==> src/rtl/conc_pkg.sv <==
package conc_pkg;
  function automatic int wrap_idx(input int v, input int n);
    return (v >= n) ? v - n : v;
  endfunction
endpackage

==> src/rtl/lane_fifo.sv <==
module lane_fifo #(
  parameter int DEPTH  = 8,
  parameter int DATA_W = 32,
  localparam int CNT_W = $clog2(DEPTH + 1),
  localparam int PTR_W = (DEPTH > 1) ? $clog2(DEPTH) : 1
) (
  input  logic              clk_i,
  input  logic              rst_ni,
  input  logic              push_i,
  input  logic [DATA_W-1:0] data_i,
  input  logic              pop_i,
  output logic [DATA_W-1:0] head_o,
  output logic [CNT_W-1:0]  count_o
);
  logic [DATA_W-1:0] mem [DEPTH];
  logic [PTR_W-1:0]  wr_ptr, rd_ptr;
  logic [CNT_W-1:0]  count;
  logic              push_ok;

  // full is judged on the start-of-cycle count
  assign push_ok = push_i && (count != CNT_W'(DEPTH));
  assign head_o  = mem[rd_ptr];
  assign count_o = count;

  function automatic logic [PTR_W-1:0] ptr_inc(input logic [PTR_W-1:0] p);
    return (p == PTR_W'(DEPTH - 1)) ? '0 : p + 1'b1;
  endfunction

  always_ff @(posedge clk_i) begin
    if (push_ok) mem[wr_ptr] <= data_i;
  end

  always_ff @(posedge clk_i or negedge rst_ni) begin
    if (!rst_ni) begin
      wr_ptr <= '0;
      rd_ptr <= '0;
      count  <= '0;
    end else begin
      if (push_ok) wr_ptr <= ptr_inc(wr_ptr);
      if (pop_i)   rd_ptr <= ptr_inc(rd_ptr);
      case ({push_ok, pop_i})
        2'b10:   count <= count + 1'b1;
        2'b01:   count <= count - 1'b1;
        default: count <= count;
      endcase
    end
  end

  AST_NO_OVERFLOW: assert property (@(posedge clk_i) disable iff (!rst_ni)
    count <= CNT_W'(DEPTH));
  AST_POP_NONEMPTY: assert property (@(posedge clk_i) disable iff (!rst_ni)
    pop_i |-> count != '0);
endmodule

==> src/rtl/rr_prio_arbiter.sv <==
module rr_prio_arbiter #(
  parameter int N = 8,
  localparam int IDX_W = (N > 1) ? $clog2(N) : 1
) (
  input  logic             clk_i,
  input  logic             rst_ni,
  input  logic [N-1:0]     full_i,
  input  logic [N-1:0]     nonempty_i,
  input  logic             advance_i,
  output logic [N-1:0]     gnt_o,
  output logic [IDX_W-1:0] gnt_idx_o
);
  import conc_pkg::*;

  logic [IDX_W-1:0] ptr;
  logic [N-1:0]     req;

  assign req = (|full_i) ? full_i : nonempty_i;

  always_comb begin
    int  j;
    logic found;
    gnt_o     = '0;
    gnt_idx_o = '0;
    found     = 1'b0;
    for (int i = 0; i < N; i++) begin
      j = wrap_idx(int'(ptr) + i, N);
      if (!found && req[j]) begin
        found     = 1'b1;
        gnt_o[j]  = 1'b1;
        gnt_idx_o = IDX_W'(j);
      end
    end
  end

  always_ff @(posedge clk_i or negedge rst_ni) begin
    if (!rst_ni)        ptr <= '0;
    else if (advance_i) ptr <= IDX_W'(wrap_idx(int'(gnt_idx_o) + 1, N));
  end

  AST_GNT_ONEHOT: assert property (@(posedge clk_i) disable iff (!rst_ni)
    $onehot0(gnt_o));
  AST_FULL_FIRST: assert property (@(posedge clk_i) disable iff (!rst_ni)
    (|full_i) |-> (|(gnt_o & full_i)));
  AST_GNT_ELIGIBLE: assert property (@(posedge clk_i) disable iff (!rst_ni)
    (|gnt_o) |-> (|(gnt_o & nonempty_i)));
endmodule

==> src/rtl/pair_concentrator.sv <==
module pair_concentrator #(
  parameter int N_LANES = 8,
  parameter int DEPTH   = 8,
  parameter int DATA_W  = 32,
  localparam int IDX_W  = (N_LANES > 1) ? $clog2(N_LANES) : 1
) (
  input  logic                      clk_i,
  input  logic                      rst_ni,
  input  logic [N_LANES-1:0]        lane_valid_i,
  input  logic [N_LANES*DATA_W-1:0] lane_data_i,
  output logic                      stall_o,
  output logic                      out_valid_o,
  output logic [DATA_W-1:0]         out_data_o,
  output logic [IDX_W-1:0]          out_lane_o,
  input  logic                      out_ready_i
);
  localparam int CNT_W = $clog2(DEPTH + 1);

  logic [DATA_W-1:0]  head  [N_LANES];
  logic [CNT_W-1:0]   cnt   [N_LANES];
  logic [N_LANES-1:0] full_v, afull_v, ne_v, gnt, pop_v;
  logic               take;

  assign take  = out_valid_o && out_ready_i;
  assign pop_v = gnt & {N_LANES{take}};

  for (genvar k = 0; k < N_LANES; k++) begin : g_lane
    lane_fifo #(.DEPTH(DEPTH), .DATA_W(DATA_W)) u_fifo (
      .clk_i   (clk_i),
      .rst_ni  (rst_ni),
      .push_i  (lane_valid_i[k]),
      .data_i  (lane_data_i[k*DATA_W +: DATA_W]),
      .pop_i   (pop_v[k]),
      .head_o  (head[k]),
      .count_o (cnt[k])
    );
    assign full_v[k]  = cnt[k] == CNT_W'(DEPTH);
    assign afull_v[k] = cnt[k] >= CNT_W'(DEPTH - 1);
    assign ne_v[k]    = cnt[k] != '0;
  end

  rr_prio_arbiter #(.N(N_LANES)) u_arb (
    .clk_i      (clk_i),
    .rst_ni     (rst_ni),
    .full_i     (full_v),
    .nonempty_i (ne_v),
    .advance_i  (take),
    .gnt_o      (gnt),
    .gnt_idx_o  (out_lane_o)
  );

  assign out_valid_o = |ne_v;
  assign out_data_o  = head[out_lane_o];
  assign stall_o     = $countones(afull_v) > 1;

  AST_STALL_HAS_DATA: assert property (@(posedge clk_i) disable iff (!rst_ni)
    stall_o |-> out_valid_o);
  AST_VALID_GRANTS: assert property (@(posedge clk_i) disable iff (!rst_ni)
    out_valid_o |-> $onehot(gnt));
endmodule

==> config.mk <==
export PLATFORM = sky130hd
export DESIGN_NAME = pair_concentrator
export DESIGN_NICKNAME = d
export VERILOG_FILES = /design/src/rtl/conc_pkg.sv /design/src/rtl/lane_fifo.sv /design/src/rtl/rr_prio_arbiter.sv /design/src/rtl/pair_concentrator.sv
export SDC_FILE = /design/constraint.sdc
export NUM_CORES = 2
export LEC_CHECK = 0
export BUFFER_PORTS_ARGS = -buffer_cell sky130_fd_sc_hd__buf_2
export CAP_MARGIN = 10
export CORE_MARGIN = 2
export CORE_UTILIZATION = 40
export CTS_CLUSTER_DIAMETER = 40
export DETAILED_ROUTE_END_ITERATION = 6
export GPL_ROUTABILITY_DRIVEN = 0
export GPL_TIMING_DRIVEN = 0
export PLACE_DENSITY = 0.58
export SYNTH_ARGS = -nofsm -noshare
export SYNTH_HDL_FRONTEND = slang
export SYNTH_SLANG_ARGS = --single-unit
==> constraint.sdc <==
create_clock -name clk_i -period 6.44 [get_ports clk_i]
set_input_delay 0.966 -clock clk_i [delete_from_list [all_inputs] [get_ports clk_i]]
set_output_delay 0.966 -clock clk_i [all_outputs]
set_load 0.01 [all_outputs]
==> results by group <==
Placement
  – Detailed Place HPWL: 153000 µm
  – PortBufs: 303
  – Placed cell area: 92900 µm²

Route
  – DR pass1 iterations: 5
  – Routed WL per cell: 28.5 µm
  – DRC Markers: 0
  – Via count: 43100
  – Final ANT Viol Nets: 0
  – Initial DRC Count: 4484
  – Routed WL: 223000 µm
  – Vias per inst: 5.50

Worst setup path
  – CP required: 5.47 ns
  – Critical-path cell list: nor4b_4 -> or4_4 -> buf_6 -> o21ai_2 -> mux4_2 -> o221ai_2 -> nand4_1 -> or3_4 -> a32oi_4 -> buf_12 -> buf_16 -> buf_16 -> mux2i_4 -> mux2i_2 -> mux2i_4 -> buf_2
  – Arrival time worst endpoint: 5.55 ns
  – Crit end category: primary output
  – Slowest stage cell, crit path: mux4_2
  – Startpoint Class: flop
  – Worst Path Class, Setup: reg2out
  – Worst path max stage delay: 0.59 ns
  – CP Max Fanout: 10

Synth
  – Number of synthesized register bits: 2131
  – Avg Cell Area, Syn: 21.6 µm²
  – Post-synthesis net count: 4315
  – Synthesized cell area: 85700 µm²
  – Post-synth top area cell: edfxtp_1
  – Post-synthesis cell type count: 63
  – Synth top area cells: edfxtp_1, mux4_2, mux2i_1
  – Post-synth EDFFs: 2048
  – Synth Instances: 3967
  – YS warnings: 0
  – Fraction of registers with async set/reset: 0.0389
  – Yosys top cell area share: 0.718
  – Sequential share of the synthesized area: 0.742
  – Main synth FF type: edfxtp_1

Timing
  – Pins Over Slew Limit: 0
  – Final Hold Viols: 0
  – Final worst-path cycle share: 1.01
  – Max_slew headroom: 0.254
  – RSZ-0062 raised after global routing: true
  – Achievable frequency: 154 MHz
  – Endpoints failing setup: 13
  – Setup Skew: 0.0378 ns
  – Final WS setup: -0.0723 ns
  – Minimum clock period: 6.51 ns
  – Slew @ Worst Pin: 1.12 ns

Floorplanning
  – Chip height: 467 µm
  – Chip width: 467 µm
  – Core footprint: 213000 µm²
  – Initial Util: 0.403
  – IO Pins: 304
  – Die area: 218000 µm²
  – Std cell rows: 169

Final layout
  – Nets: 5099
  – Layout Area Growth over Synthesis: 24.2%
  – Most common cell after layout, fill and taps aside: edfxtp_1
  – Most frequent cells in the layout: edfxtp_1, mux4_2, clkbuf_16
  – Finished Cell Area: 106000 µm²
  – Layout cells sized above 1: 0.377

GRT
  – Met2 Usage GRT: 0.322
  – Largest net degree at the start of global routing: 67
  – Met1 Usage GRT: 0.277
  – First-pass GRT wire length: 320000 µm
  – Layer with the highest usage: met2
  – Initial antenna violation count: 112
  – GR Overflow Total: 0
  – GRT Util Overall: 0.205
  – GRT met3 Usage: 0.0610
  – Vias in the first global route: 43900

Clocking
  – Clock Tree Buf Depth: 4
  – Clock sink count: 2131
  – Worst-Skew Late Latency: 0.92 ns
  – H-tree depth: 5
  – CTS Buf Count: 312
  – CTS tree: yes
  – CTS Root Cell: clkbuf_16
  – Clk slew on worst S/H paths: 0.05 ns

Status
  – Failing checks: setup timing
  – Outcome: complete, but fails checks

Hold path
  – Worst hold-check path type: in2reg

Run
  – Max-Cap Viols: 0
==> cells by family after synthesis <==
group | Yosys count | synth area share
fa+ha+maj | 81 | 0.0129
flops | 2131 | 0.742
buf+inv | 227 | 0.0114
mux | 1049 | 0.199
xor+xnor | 37 | 0.00378
simple gates | 276 | 0.0166
compound gates | 166 | 0.0137
==> per-stage QoR <==
step	cells	util	setup WS (ns)	hold slack [ns]	setup TNS [ns]
final	7832	0.501	-0.0723	0.317	-0.441
after global routing	7812	0.500	-0.161	0.270	-3.26
after CTS	7790	0.498	0.00394	0.250	0
after detailed placement	7200	0.437	-1.80	0.523	-51.82
after global placement	7091	0.427	-1.80	0.517	-130.16
after floorplan	3967	-	1.13	0.491	0
==> cell type report <==
type                    instances  area (µm²)
diodes                         28        70.1
inverters                      41         160
flip-flops and latches       2131       63600
well taps                    2821        3530
clock inverters               197        2050
clock buffers                 349        8090
repair buffers                474        3910
fillers                     17000      106000
plain buffers                 182        1100
multi-input cells            1609       23900
==> timing repair <==
action | in CTS | in global routing
endpoints found under the setup margin | 44 | 35
buffers inserted | 40 | 17
gates cloned | 6 | 1
pin swaps | 20 | 14
gates resized for setup | 435 | 76
hold buffers | 1 | 0
hold endpoints to repair | 17 | 0
==> critical path, delay by kind of cell (launching register included) <==
kind	cells	cell delay (ns)
multiplexers	4	1.45
buffers and inverters	5	0.91
flip-flops	1	0.46
AO/OA/AOI/OAI	3	0.58
AND/OR/NAND/NOR	4	1.22
==> state kept, by name (all words and copies together) (netlist names) <==
name	count
g_lane.u_fifo.count_o	32
g_lane.u_fifo.mem	2048
g_lane.u_fifo.rd_ptr	24
g_lane.u_fifo.wr_ptr	24
u_arb.ptr	3
==> metal layers <==
layer	vias to the layer above	routed length [µm]
li1	18400	-
met1	22700	91500
met2	1469	105000
met3	503	19100
met4	94	6860
met5	-	563
==> worst paths after layout <==
| path | from | to | slack (ns) | cells past startpoint |
|---|---|---|---|---|
| setup reg to reg | g_lane[7].u_fifo.count_o[1]$_DFFE_PN0P_ | g_lane[5].u_fifo.count_o[3]$_DFFE_PN0P_ | 0.32 | 29 |
| min in group asynchronous | rst_ni | g_lane[5].u_fifo.rd_ptr[0]$_DFFE_PN0P_ | 0.53 | 2 |
| setup / recovery | g_lane[1].u_fifo.count_o[1]$_DFFE_PN0P_ | out_data_o[29] | -0.07 | 16 |
| hold reg to reg | g_lane[4].u_fifo.count_o[3]$_DFFE_PN0P_ | g_lane[4].u_fifo.count_o[3]$_DFFE_PN0P_ | 0.53 | 1 |
| max in group asynchronous | rst_ni | g_lane[1].u_fifo.count_o[2]$_DFFE_PN0P_ | 5.12 | 3 |
| hold / removal | lane_data_i[116] | g_lane[3].u_fifo.mem[2][20]$_DFFE_PP_ | 0.32 | 1 |
==> synthesized netlist by cell type, types with 10 or more instances <==
| master | instances |
|---|---|
| edfxtp_1 | 2048 |
| mux4_2 | 523 |
| mux2i_1 | 492 |
| clkbuf_1 | 98 |
| dfrtp_1 | 83 |
| nor2_1 | 76 |
| nand2_1 | 75 |
| ha_1 | 69 |
| buf_1 | 60 |
| inv_1 | 41 |
| o21ai_0 | 34 |
| nor3_1 | 30 |
| nand2b_1 | 26 |
| a211oi_1 | 19 |
| xnor2_1 | 19 |
| a21oi_1 | 18 |
| mux2_1 | 18 |
| xor2_1 | 18 |
| mux2_2 | 16 |
| nand3_1 | 15 |
| o211ai_1 | 15 |
| fa_1 | 12 |
| a211o_1 | 11 |
| buf_6 | 11 |
| buf_2 | 10 |
| o21ai_1 | 10 |
| or4_1 | 10 |
Power is left out: the tool's default activity adds up to more than one toggle a clock period on the data nets, which glitch-free logic cannot reach.
